==> src/rtl/lcdbus_pkg.sv <==
// Shared types and field positions for the panel write port.
// Assumes the configuration word layout listed in the brief.
package lcdbus_pkg;

    localparam int PH_W        = 4;
    localparam int CFG_EN_BIT  = 0;
    localparam int CFG_WH_LSB  = 4;
    localparam int CFG_WA_LSB  = 8;
    localparam int CFG_WS_LSB  = 12;
    localparam int CFG_CSS_LSB = 16;

    localparam int TRG_SW_MODE = 0;
    localparam int TRG_SW_CMD  = 1;
    localparam int TRG_HW_EN   = 3;
    localparam int TRG_HW_MASK = 4;
    localparam int TRG_PER_TE  = 31;

    typedef struct packed {
        logic [PH_W-1:0] css;
        logic [PH_W-1:0] ws;
        logic [PH_W-1:0] wa;
        logic [PH_W-1:0] wh;
    } phase_cfg_t;

    typedef enum logic [2:0] {
        ST_IDLE,
        ST_CSS,
        ST_FETCH,
        ST_WSET,
        ST_WACT,
        ST_WHOLD
    } seq_st_t;

    // Pull the phase fields out of the config word; active time of 0 becomes 1.
    function automatic phase_cfg_t unpack_phases(input logic [31:0] w);
        phase_cfg_t p;
        p.css = w[CFG_CSS_LSB +: PH_W];
        p.ws  = w[CFG_WS_LSB  +: PH_W];
        p.wa  = (w[CFG_WA_LSB +: PH_W] == '0) ? PH_W'(1) : w[CFG_WA_LSB +: PH_W];
        p.wh  = w[CFG_WH_LSB  +: PH_W];
        return p;
    endfunction

endpackage

==> src/rtl/lcdbus_trig.sv <==
// Trigger qualifier: turns software command edges and TE edges into a
// single-cycle start pulse. Assumes te_in is already synchronous to clk.
// Drops every trigger while busy is high; nothing is queued.
module lcdbus_trig (
    input  logic clk,
    input  logic rst_n,
    input  logic if_en,
    input  logic frame_ok,
    input  logic sw_mode,
    input  logic sw_cmd,
    input  logic hw_en,
    input  logic hw_mask,
    input  logic per_te,
    input  logic te_in,
    input  logic busy,
    output logic start
);

    logic sw_cmd_q;
    logic te_q;
    logic hw_spent;
    logic sw_hit;
    logic hw_hit;

    // Edge detection of the two trigger sources and the one-shot qualifier.
    always_comb begin
        sw_hit = sw_cmd & ~sw_cmd_q & sw_mode;
        hw_hit = te_in & ~te_q & hw_en & ~hw_mask & (per_te | ~hw_spent);
        start  = if_en & frame_ok & ~busy & (sw_hit | hw_hit);
    end

    // Remember previous levels for edge detection.
    always_ff @(posedge clk) begin
        if (!rst_n) begin
            sw_cmd_q <= 1'b0;
            te_q     <= 1'b0;
        end else begin
            sw_cmd_q <= sw_cmd;
            te_q     <= te_in;
        end
    end

    // One-shot TE state: set when a TE edge starts a frame, cleared by disabling TE.
    always_ff @(posedge clk) begin
        if (!rst_n)
            hw_spent <= 1'b0;
        else if (!hw_en)
            hw_spent <= 1'b0;
        else if (start && hw_hit)
            hw_spent <= 1'b1;
    end

endmodule

==> src/rtl/lcdbus_seq.sv <==
// Frame sequencer: walks chip-select setup, then per word fetch / write
// setup / strobe active / hold, for a frame of captured length.
// Assumes start is only pulsed while idle.
module lcdbus_seq #(
    parameter int DATA_W = 24,
    parameter int CNT_W  = 16
) (
    input  logic              clk,
    input  logic              rst_n,
    input  logic              start,
    input  logic [31:0]       cfg_word,
    input  logic [CNT_W-1:0]  frame_words,
    input  logic [DATA_W-1:0] pix_data,
    input  logic              pix_valid,
    output logic              pix_ready,
    output logic              busy,
    output logic              cs_n,
    output logic              wr_n,
    output logic [DATA_W-1:0] bus_data,
    output logic              frame_done
);
    import lcdbus_pkg::*;

    seq_st_t           st, st_d;
    phase_cfg_t        ph, ph_d;
    logic [PH_W-1:0]   cnt, cnt_d;
    logic [CNT_W-1:0]  left, left_d;
    logic [DATA_W-1:0] data_q, data_d;
    logic              done_q, done_d;

    // Next-state, phase counter and word counter.
    always_comb begin
        phase_cfg_t p_new;
        logic       word_end;
        st_d     = st;
        ph_d     = ph;
        cnt_d    = cnt;
        left_d   = left;
        data_d   = data_q;
        done_d   = 1'b0;
        word_end = 1'b0;
        p_new    = unpack_phases(cfg_word);
        case (st)
            ST_IDLE: begin
                if (start) begin
                    ph_d   = p_new;
                    left_d = frame_words;
                    if (p_new.css != '0) begin
                        st_d  = ST_CSS;
                        cnt_d = p_new.css - PH_W'(1);
                    end else begin
                        st_d = ST_FETCH;
                    end
                end
            end
            ST_CSS: begin
                if (cnt == '0) st_d = ST_FETCH;
                else           cnt_d = cnt - PH_W'(1);
            end
            ST_FETCH: begin
                if (pix_valid) begin
                    data_d = pix_data;
                    left_d = left - CNT_W'(1);
                    if (ph.ws != '0) begin
                        st_d  = ST_WSET;
                        cnt_d = ph.ws - PH_W'(1);
                    end else begin
                        st_d  = ST_WACT;
                        cnt_d = ph.wa - PH_W'(1);
                    end
                end
            end
            ST_WSET: begin
                if (cnt == '0) begin
                    st_d  = ST_WACT;
                    cnt_d = ph.wa - PH_W'(1);
                end else begin
                    cnt_d = cnt - PH_W'(1);
                end
            end
            ST_WACT: begin
                if (cnt == '0) begin
                    if (ph.wh != '0) begin
                        st_d  = ST_WHOLD;
                        cnt_d = ph.wh - PH_W'(1);
                    end else begin
                        word_end = 1'b1;
                    end
                end else begin
                    cnt_d = cnt - PH_W'(1);
                end
            end
            ST_WHOLD: begin
                if (cnt == '0) word_end = 1'b1;
                else           cnt_d = cnt - PH_W'(1);
            end
            default: st_d = ST_IDLE;
        endcase
        if (word_end) begin
            if (left == '0) begin
                st_d   = ST_IDLE;
                done_d = 1'b1;
            end else begin
                st_d = ST_FETCH;
            end
        end
    end

    // State, captured phases, counters, data and done registers.
    always_ff @(posedge clk) begin
        if (!rst_n) begin
            st     <= ST_IDLE;
            ph     <= '0;
            cnt    <= '0;
            left   <= '0;
            data_q <= '0;
            done_q <= 1'b0;
        end else begin
            st     <= st_d;
            ph     <= ph_d;
            cnt    <= cnt_d;
            left   <= left_d;
            data_q <= data_d;
            done_q <= done_d;
        end
    end

    // Bus pins decoded straight from the state register.
    always_comb begin
        cs_n       = (st == ST_IDLE);
        wr_n       = (st != ST_WACT);
        pix_ready  = (st == ST_FETCH);
        busy       = (st != ST_IDLE);
        bus_data   = data_q;
        frame_done = done_q;
    end

endmodule

==> src/rtl/lcdbus_writer.sv <==
// Top of the panel write port: trigger qualifier plus frame sequencer.
// Assumes all inputs, te_in included, are synchronous to clk.
module lcdbus_writer #(
    parameter int DATA_W = 24,
    parameter int CNT_W  = 16
) (
    input  logic              clk,
    input  logic              rst_n,
    input  logic [31:0]       cfg_word,
    input  logic [31:0]       trig_ctl,
    input  logic [CNT_W-1:0]  frame_words,
    input  logic              te_in,
    input  logic [DATA_W-1:0] pix_data,
    input  logic              pix_valid,
    output logic              pix_ready,
    output logic              lcd_cs_n,
    output logic              lcd_wr_n,
    output logic [DATA_W-1:0] lcd_data,
    output logic              frame_done
);
    import lcdbus_pkg::*;

    logic start;
    logic busy;
    logic unused_bits;

    assign unused_bits = ^{cfg_word[31:20], cfg_word[3:1],
                           trig_ctl[30:5], trig_ctl[2]};

    lcdbus_trig u_trig (
        .clk      (clk),
        .rst_n    (rst_n),
        .if_en    (cfg_word[CFG_EN_BIT]),
        .frame_ok (|frame_words),
        .sw_mode  (trig_ctl[TRG_SW_MODE]),
        .sw_cmd   (trig_ctl[TRG_SW_CMD]),
        .hw_en    (trig_ctl[TRG_HW_EN]),
        .hw_mask  (trig_ctl[TRG_HW_MASK]),
        .per_te   (trig_ctl[TRG_PER_TE]),
        .te_in    (te_in),
        .busy     (busy),
        .start    (start)
    );

    lcdbus_seq #(.DATA_W(DATA_W), .CNT_W(CNT_W)) u_seq (
        .clk         (clk),
        .rst_n       (rst_n),
        .start       (start),
        .cfg_word    (cfg_word),
        .frame_words (frame_words),
        .pix_data    (pix_data),
        .pix_valid   (pix_valid),
        .pix_ready   (pix_ready),
        .busy        (busy),
        .cs_n        (lcd_cs_n),
        .wr_n        (lcd_wr_n),
        .bus_data    (lcd_data),
        .frame_done  (frame_done)
    );

endmodule

==> config.mk <==
export PLATFORM = sky130hd
export DESIGN_NAME = lcdbus_writer
export DESIGN_NICKNAME = d
export VERILOG_FILES = /design/src/rtl/lcdbus_pkg.sv /design/src/rtl/lcdbus_trig.sv /design/src/rtl/lcdbus_seq.sv /design/src/rtl/lcdbus_writer.sv
export SDC_FILE = /design/constraint.sdc
export NUM_CORES = 1
export LEC_CHECK = 0
export CORE_UTILIZATION = 44
export DETAILED_ROUTE_END_ITERATION = 16
export HOLD_SLACK_MARGIN = 0.06
export PLACE_DENSITY_LB_ADDON = 0.2
export SLEW_MARGIN = 10
export SYNTH_ARGS = -nofsm -noshare
export SYNTH_HDL_FRONTEND = slang
export SYNTH_SLANG_ARGS = --single-unit
==> constraint.sdc <==
create_clock -name clk -period 2.45 [get_ports clk]
set_input_delay 0.245 -clock clk [delete_from_list [all_inputs] [get_ports clk]]
set_output_delay 0.245 -clock clk [all_outputs]
set_load 0.005 [all_outputs]
# --- After elaboration in Yosys (flattened, before gate mapping) ---
# Index checks and enable logic that the tools add are counted.
word_totals:
  regBits: 63
  latchBits: 0
  ram_bits: 0
  mem_bits_ro: 0
  input_bits: 108
  wordCells: 100
  n_memories: 0
classes:
  addsub: 6
  n_mul: 0
  div: 0
  n_lt_le_gt_ge: 0
  eq_ne: 18
  n_shift: 0
  n_mux: 29
  n_bitwise: 16
  reduce_logical: 20
ops:
  columns: ["op", "count"]
  rows:
  - ["$mux W4", 9]
  - ["$mux W16", 2]
  - ["$pmux W16 S2", 1]
  - ["$mux W3", 8]
  - ["$pmux W4 S5", 1]
  - ["$sub A4 B1 Y4 const B", 5]
  - ["$pmux W3 S6", 1]
  - ["$logic_not A16 Y1", 1]
  - ["$reduce_or A16 Y1", 1]
  - ["$sub A16 B1 Y16 const B", 1]
  - ["$ne A3 B1 Y1 const B", 5]
  - ["$reduce_bool A4 Y1", 3]
  - ["$and A1 B1 Y1", 9]
  - ["$logic_not A4 Y1", 2]
  - ["$reduce_and A2 Y1", 4]
  - ["$reduce_and A7 Y1", 1]
  - ["$eq A3 B2 Y1 const B", 2]
  - ["$eq A3 B3 Y1 const B", 2]
  - ["$ne A2 B1 Y1 const B", 3]
  - ["$ne A3 B3 Y1 const B", 2]
  - ["$reduce_and A6 Y1", 1]
  - ["$not A1 Y1", 5]
  - ["$reduce_bool A5 Y1", 1]
  - ["$mux W1", 4]
  - ["12 further kinds", 15]

# --- Longest topological paths before layout ---
# Gate-level depths: netlist of the first run.
depth:
  ltp_word: 10
  mapped_depth: 9
  depth_no_buf: 7

# --- Cells and area by module ---
# A second synthesis of the first run with hierarchy kept.
hier_totals:
  hier_cells: 461
  area_unflattened_um2: 3445.8
modules_own_cells:
  columns: ["mod", "instances", "cells_per_inst", "area_per_inst_um2", "seq_area_each_um2"]
  rows:
  - ["lcdbus_seq", 1, 441, 3274.4, 1201.2]
  - ["lcdbus_trig", 1, 15, 140.1, 60.1]
  - ["lcdbus_writer", 1, 5, 31.3, 0.0]

# --- Least setup slack after synthesis of the first run ---
# OpenSTA, ideal clock, no wires.
synth_timing:
  kind: "flip-flop to flip-flop"
  startpoint: "register u_seq.cnt[0]"
  endpoint: "register u_seq.st[2]"
  setup_time_ns: 0.070
  arrival_ns: 1.873
  required_time_ns: 2.380
  setup_slack_ns: 0.506
  stages_incl_launch_ff: 9
  n_path_buf: 2
  synth_period_minus_slack_ns: 1.944
  path_cell_list: "dfxtp_1 inv_1 ha_1 or3b_1 buf_6 and3_4 buf_6 or4_1 a21oi_1"
synth_via:
  elab_chain_len: 5
synth_lines:
  columns: ["item", "line_no", "source"]
  rows:
  - ["start: declaration", "lcdbus_seq.sv:26", "logic [PH_W-1:0] cnt, cnt_d;"]
  - ["start signal: assignment", "lcdbus_seq.sv:121", "cnt <= cnt_d;"]
  - ["$logic_not A4 Y1 *", null, null]
  - ["$mux W1 (on tied branches)", "lcdbus_seq.sv:94, lcdbus_seq.sv:82", null]
  - ["$pmux W1 S2", "lcdbus_seq.sv:43", "case (st)"]
  - ["$ne A3 B1 Y1 (no line), or another cell as far along", null, null]
  - ["$reduce_and A7 Y1 (no line)", null, null]
  - ["end signal: assignment", "lcdbus_seq.sv:119", "st <= st_d;"]
  - ["end: declaration", "lcdbus_seq.sv:24", "seq_st_t st, st_d;"]
# Mark *: on every way between the ends. The rest lies on a longest branch, timed or not.
# A chain may end at the register's enable or synchronous reset.

# --- Worst setup path in the final report of the first run ---
layout_timing:
  startpoint: "register u_seq.st[1]"
  endpoint: "output pix_ready"
layout_via:
  elab_chain_len: 1
layout_lines:
  columns: ["item", "line_no", "source"]
  rows:
  - ["$eq A3 B2 Y1", "lcdbus_seq.sv:132", "pix_ready = (st == ST_FETCH);"]
  - ["end: declaration", "lcdbus_writer.sv:15", "output logic pix_ready,"]
# Every way passes these cells.

==> results of run 1 <==
==> flip-flops by register name, indices dropped and copies added (netlist names) <==
register,flops
u_seq.bus_data,24
u_seq.cnt,4
u_seq.frame_done,1
u_seq.left,16
u_seq.ph,12
u_seq.st,3
u_trig.hw_spent,1
u_trig.sw_cmd_q,1
u_trig.te_q,1
==> logic make-up after synthesis <==
| logic type | after synthesis | synth area share, % |
|---|---|---|
| AOI/OAI and AO/OA | 114 | 22.2 |
| xor gates and xnor gates | 6 | 1.53 |
| adders and majority gates | 9 | 3.28 |
| buffers and inverters | 45 | 5.64 |
| DFF | 63 | 36.7 |
| muxes | 13 | 3.79 |
| and+or+nand+nor | 188 | 26.9 |
==> cells in the final DEF, fill, tap and decap left out, types with 9 or more instances in the layout <==
cell	count
clkdlybuf4s50_1	93
nand2_1	86
dfxtp_1	63
a21oi_1	45
nor2_1	29
inv_1	17
buf_4	17
o21ai_0	16
nor3_1	15
mux2i_1	13
ha_1	9
clkbuf_8	9
==> layer usage <==
layer  vias to the layer above  share of wire [%]  routed length [um]  GRT usage [%]
met5                         -                  0                   0              0
met4                         0                2.3                 207           10.6
met3                        19                4.5                 404           4.38
met2                        98                 48                4270           37.8
met1                      1565                 46                4100           28.4
li1                       1767                  -                   -              -
==> area by class of cell <==
cell class              count  area share [%]
clock buffers               9            2.61
clock inverters             7            2.16
inverters                  19            1.55
well taps                  99            2.61
flip-flops and latches     63            26.5
multi-input cells         330            41.8
repair buffers            111            22.7
==> metrics by stage <==
stage | area (sq um) | hold slack (ps) | cells | setup slack, ps | total power [mW]
floorplan | 3440 | 364 | 438 | 506 | 2.73
global placement | 4520 | 441 | 622 | 172 | 3.39
global route | 4750 | 438 | 638 | 75.8 | 4.80
CTS | 4750 | 432 | 638 | 74.6 | 4.48
detailed placement | 4520 | 446 | 622 | 96.3 | 3.42
finish | 4750 | 446 | 638 | 141 | 4.46
==> repair_timing <==
action / CTS / global route
gates resized for setup: 0 / 1
endpoints found under the setup margin: 0 / 1
endpoints found under the hold margin: 0 / 0
==> power breakdown <==
part	internal [mW]	total, mW	switching [mW]	leakage (nW)
Sequential	1.20	1.35	0.149	0.512
Clock	0.586	1.04	0.458	0.111
Combinational	0.935	2.07	1.14	1.19
==> worst max path at each step <==
stage                         end  cells past startpoint      startpoint
floorplan             u_seq.st[2]                      8    u_seq.cnt[0]
global route            pix_ready                      3     u_seq.st[1]
global placement      u_seq.ph[3]                      8  frame_words[2]
finish                  pix_ready                      3     u_seq.st[1]
detailed placement  u_seq.left[1]                      8  frame_words[2]
CTS                     pix_ready                      3     u_seq.st[1]
==> tightest hold or removal path, delay by kind of cell <==
family | cells | cell delay (ps)
AOI/OAI and AO/OA | 1 | 50
buffers and inverters | 1 | 390
and+or+nand+nor | 1 | 50
==> flow_summary.toml, run 1 <==
[setup_path]
critPathSlowestCell = "or3b_1"
reg2reg_depth = 7
rrSetupSlack_ps = 230
arrival_ps = 2060
crit_chain = "or3b_1, inv_4, clkdlybuf4s50_1"
path_class = "reg -> out"
cp-start-kind = "flop"
reg2reg_to = "u_seq.cnt[1]"
crit_fanout = 14
worst-path-buf-inv = 2
endpoint_kind = "output pin"
worstPathRequired_ps = 2200
max_stage_delay_ps = 550
r2r-start = "u_seq.ph[8]"
cp_top_family = "buffers and inverters"

[routing]
drt-initial-drc-count = 183
vias_per_cell = 5.41
post_drt_wl_per_cell_um = 14.1
vias = 3449
drc = 0
ant_nets = 0
routed_wl_mm = 8.99
dr.pass1.iters = 4

[synth]
ys_async_sr_fraction_pct = 0
synthTopCellsByArea = "dfxtp_1 37%, nand2_1 9.4%, a21oi_1 6.6%"
synth_area_sq_um = 3440
synthTopCellsByCount = "86 x nand2_1, 63 x dfxtp_1, 45 x a21oi_1"
synth_cells = 438
ys_seq_area_share_pct = 36.7
ys_ff_latch = 63
synth_top_area_cell = "dfxtp_1"
syn-num-nets = 555
synth_warnings = 0
avgSynthCellArea_sq_um = 7.85
synth_edf_count = 0
synth_cell_type_count = 63
yosysMostFrequentCell = "nand2_1"
synth_ff_type = "dfxtp_1"
synth_top_area_share_pct = 36.7

[finish]
fillCellCount = 648
final_nets = 651
diodes = 0
final_core_util_pct = 64.1
drive_above_1_share_pct = 9.28
multi_input_area_sq_um = 1990
seq_area_sq_um = 1260
syn_to_final_growth_pct = 38.3

[sta]
slew-limit-headroom_pct = 51.0
finalClockSkew_ps = 7.90
worstMarginPinSlew_ps = 735
timing.fmax_ghz = 0.433
period_needed_ps = 2310
hold_viol = 0
rsz0062_at_grt = "false"
maxSlewViolCount = 0
fin_crit_sh_pct = 94.2
setup_viol = 0
setup-tns-final_ps = 0

[place]
detailed_place_hpwl_mm = 6.53
port_buffers = 93
gp_congestion = 0.902

[hold_path]
holdPathStages = 3
worstHoldPathType = "in -> reg"
min_to = "u_seq.bus_data[7]"
hp-start = "pix_data[7]"

[floorplan]
die_w_um = 90.4
initial_utilization_pct = 46.4
dieArea_sq_um = 8170
core_sq_um = 7410
ioPinCount = 136
rows = 31
die_y_um = 90.4

[clocking]
cts.sinks = 63
clockBufferDepth = 2
htree_num_levels = 3
clk_pin_slew_worst_paths_ps = 80
clk_latency_ps = 340
postCtsHoldBufs = 0
cts_buffers = 9
cts-root-buf = "clkbuf_8"
cts_tree = "done"
postCtsSetupRepairBufs = 0

[power_and_ir_drop]
p_per_area_nw_per_um2 = 939
p_leak_nw = 1.82
irDropWorstVdd_uv = 418

[global_route]
grt_pass1_vias = 3385
grt_max_degree = 40
overflow = 0
antenna_found_initial = 0
grt_first_pass_wirelength_mm = 15.4
groute.usage.overall_pct = 22.8

[run]
maxCapViolCount = 0

[status]
status = "completed"
Power figures use the tool's default switching activity.
==> inputs of run 2 (changes only) <==
--- a/config.mk
+++ b/config.mk
@@ -8,7 +8,7 @@
 export CORE_UTILIZATION = 44
 export DETAILED_ROUTE_END_ITERATION = 16
 export HOLD_SLACK_MARGIN = 0.06
-export PLACE_DENSITY_LB_ADDON = 0.2
+export PLACE_DENSITY = 0.81
 export SLEW_MARGIN = 10
 export SYNTH_ARGS = -nofsm -noshare
 export SYNTH_HDL_FRONTEND = slang
==> run 2 against run 1 <==
Register-to-register slack hardly changed. Cell area shrank 1.4%. Cell count shrank 0.31%. Critical endpoint is now u_seq.cnt[1]. First-iteration DRC count fell by 19%. Routed wire length up 4.3%. Count of clock-buffer cells in the layout rose by 1. Via count rose by 2.7%. Non-clock buffer count unchanged. Worst hold slack gained 4.6 ps. Global-route usage is 0.51 points higher. Highest routed layer unchanged.
==> flow_summary.toml, run 2 (synthesis results as in run 1) <==
[sta]
period_needed_ps = 2230
setup-tns-final_ps = 0
maxSlewViolCount = 0
finalClockSkew_ps = 7.38
worstMarginPinSlew_ps = 544
timing.fmax_ghz = 0.449
fin_crit_sh_pct = 90.9
slew-limit-headroom_pct = 62.8
rsz0062_at_grt = "false"
hold_viol = 0
setup_viol = 0

[floorplan]
core_sq_um = 7410
initial_utilization_pct = 46.4
ioPinCount = 136
die_w_um = 90.4
dieArea_sq_um = 8170
die_y_um = 90.4
rows = 31

[routing]
ant_nets = 0
vias = 3543
drc = 0
wl_met2_mm = 4.66
wl_met1_mm = 4.04
post_drt_wl_per_cell_um = 14.7
drt-initial-drc-count = 149
routed_wl_mm = 9.37
dr.pass1.iters = 4
vias_per_cell = 5.57
highest_layer = "met4"
wl_met3_um = 516

[finish]
fillCellCount = 657
final_nets = 651
final_core_util_pct = 63.2
diodes = 0
final_cell_mix = "93 x clkdlybuf4s50_1, 86 x nand2_1, 63 x dfxtp_1"
final_common_cell = "clkdlybuf4s50_1"
syn_to_final_growth_pct = 36.3
largest_register_ff_count = 24
drive_above_1_share_pct = 8.94

[setup_path]
cp-start-kind = "flop"
arrival_ps = 2470
reg2reg_depth = 7
worstPathRequired_ps = 2700
cp.depth = 7
critPathSlowestCell = "or4_1"
crit_chain = "inv_1, ha_1, nor3b_1, mux2i_1, or4_1, a311o_1, o32ai_1"
worst-path-buf-inv = 1
crit_fanout = 4
max_stage_delay_ps = 480
endpoint_kind = "flop"
cp_top_family = "simple AND/OR/NAND/NOR gates"
path_class = "reg -> reg"

[place]
port_buffers = 93
gp_congestion = 0.892
detailed_place_hpwl_mm = 6.83

[global_route]
antenna_found_initial = 0
grt_max_degree = 30
overflow = 0
grt_pass1_vias = 3381
groute.usage.overall_pct = 23.3
grt_first_pass_wirelength_mm = 15.5

[clocking]
postCtsHoldBufs = 0
clk_latency_ps = 330
clockBufferDepth = 2
cts.sinks = 63
cts_buffers = 9
post_cts_resized = 0
clk_pin_slew_worst_paths_ps = 70
cts_tree = "done"
cts-root-buf = "clkbuf_8"
postCtsSetupRepairBufs = 0
htree_num_levels = 3

[power_and_ir_drop]
pwr-share-clk_pct = 18.7
combPwrFrac_pct = 49.2
seqPwrFrac_pct = 32.1
swShare_pct = 40.6
irDropWorstVdd_uv = 486
internal_power_mw = 2.49
p_per_area_nw_per_um2 = 894
p_leak_nw = 1.79
p_sw_mw = 1.70

[status]
status = "completed"

[run]
maxCapViolCount = 0

[hold_path]
holdPathStages = 3
worstHoldPathType = "in -> reg"
run 2: path summary, 6_finish.rpt:
path,from,slack [ps],endpoint
min,pix_data[6],450,u_seq.bus_data[6]
max reg2reg,u_seq.cnt[0],220,u_seq.cnt[1]
min reg2reg,u_seq.bus_data[15],450,u_seq.bus_data[15]
max,u_seq.cnt[0],220,u_seq.cnt[1]
run 2: through the flow:
step	setup WS, ps	hold slack [ps]	area, sq um	cells	total power, mW
floorplan	506	364	3440	438	2.73
global placement	162	441	4520	622	3.33
detailed placement	95.6	446	4520	622	3.38
CTS	243	444	4680	636	4.18
global route	33.2	450	4680	636	4.47
finish	223	451	4680	636	4.19
run 2: final cells by class:
cell class                 instances  area [sq um]  area share (%)
inverter                          19          71.3            1.52
sequential                        63          1260            26.9
timing repair buffer             111          1080            23.0
tap                               99           124            2.64
multi-input combinational        330          1990            42.4
clock buffer                      10           138            2.94
clock inverter                     4          23.8           0.507
run 2: tightest hold or removal path, delay by kind of cell:
| kind | cells | cell delay (ps) |
|---|---|---|
| simple gates | 1 | 50 |
| buf+inv | 1 | 390 |
| compound gates | 1 | 50 |
run 2: power groups by stage:
| stage | Clock (mW) | Combinational (mW) | Sequential (mW) |
|---|---|---|---|
| finish | 0.782 | 2.06 | 1.34 |
| global route | 0.838 | 2.27 | 1.37 |
| CTS | 0.796 | 2.04 | 1.34 |
| detailed placement | 0 | 2.02 | 1.36 |
| global placement | 0 | 1.98 | 1.35 |
| floorplan | 0 | 1.39 | 1.34 |
run 2: per-layer routing:
layer | track usage [%] | up-vias
li1 | - | 1763
met5 | 0 | -
met1 | 28.5 | 1644
met3 | 3.28 | 15
met2 | 40.3 | 121
met4 | 10.8 | 0
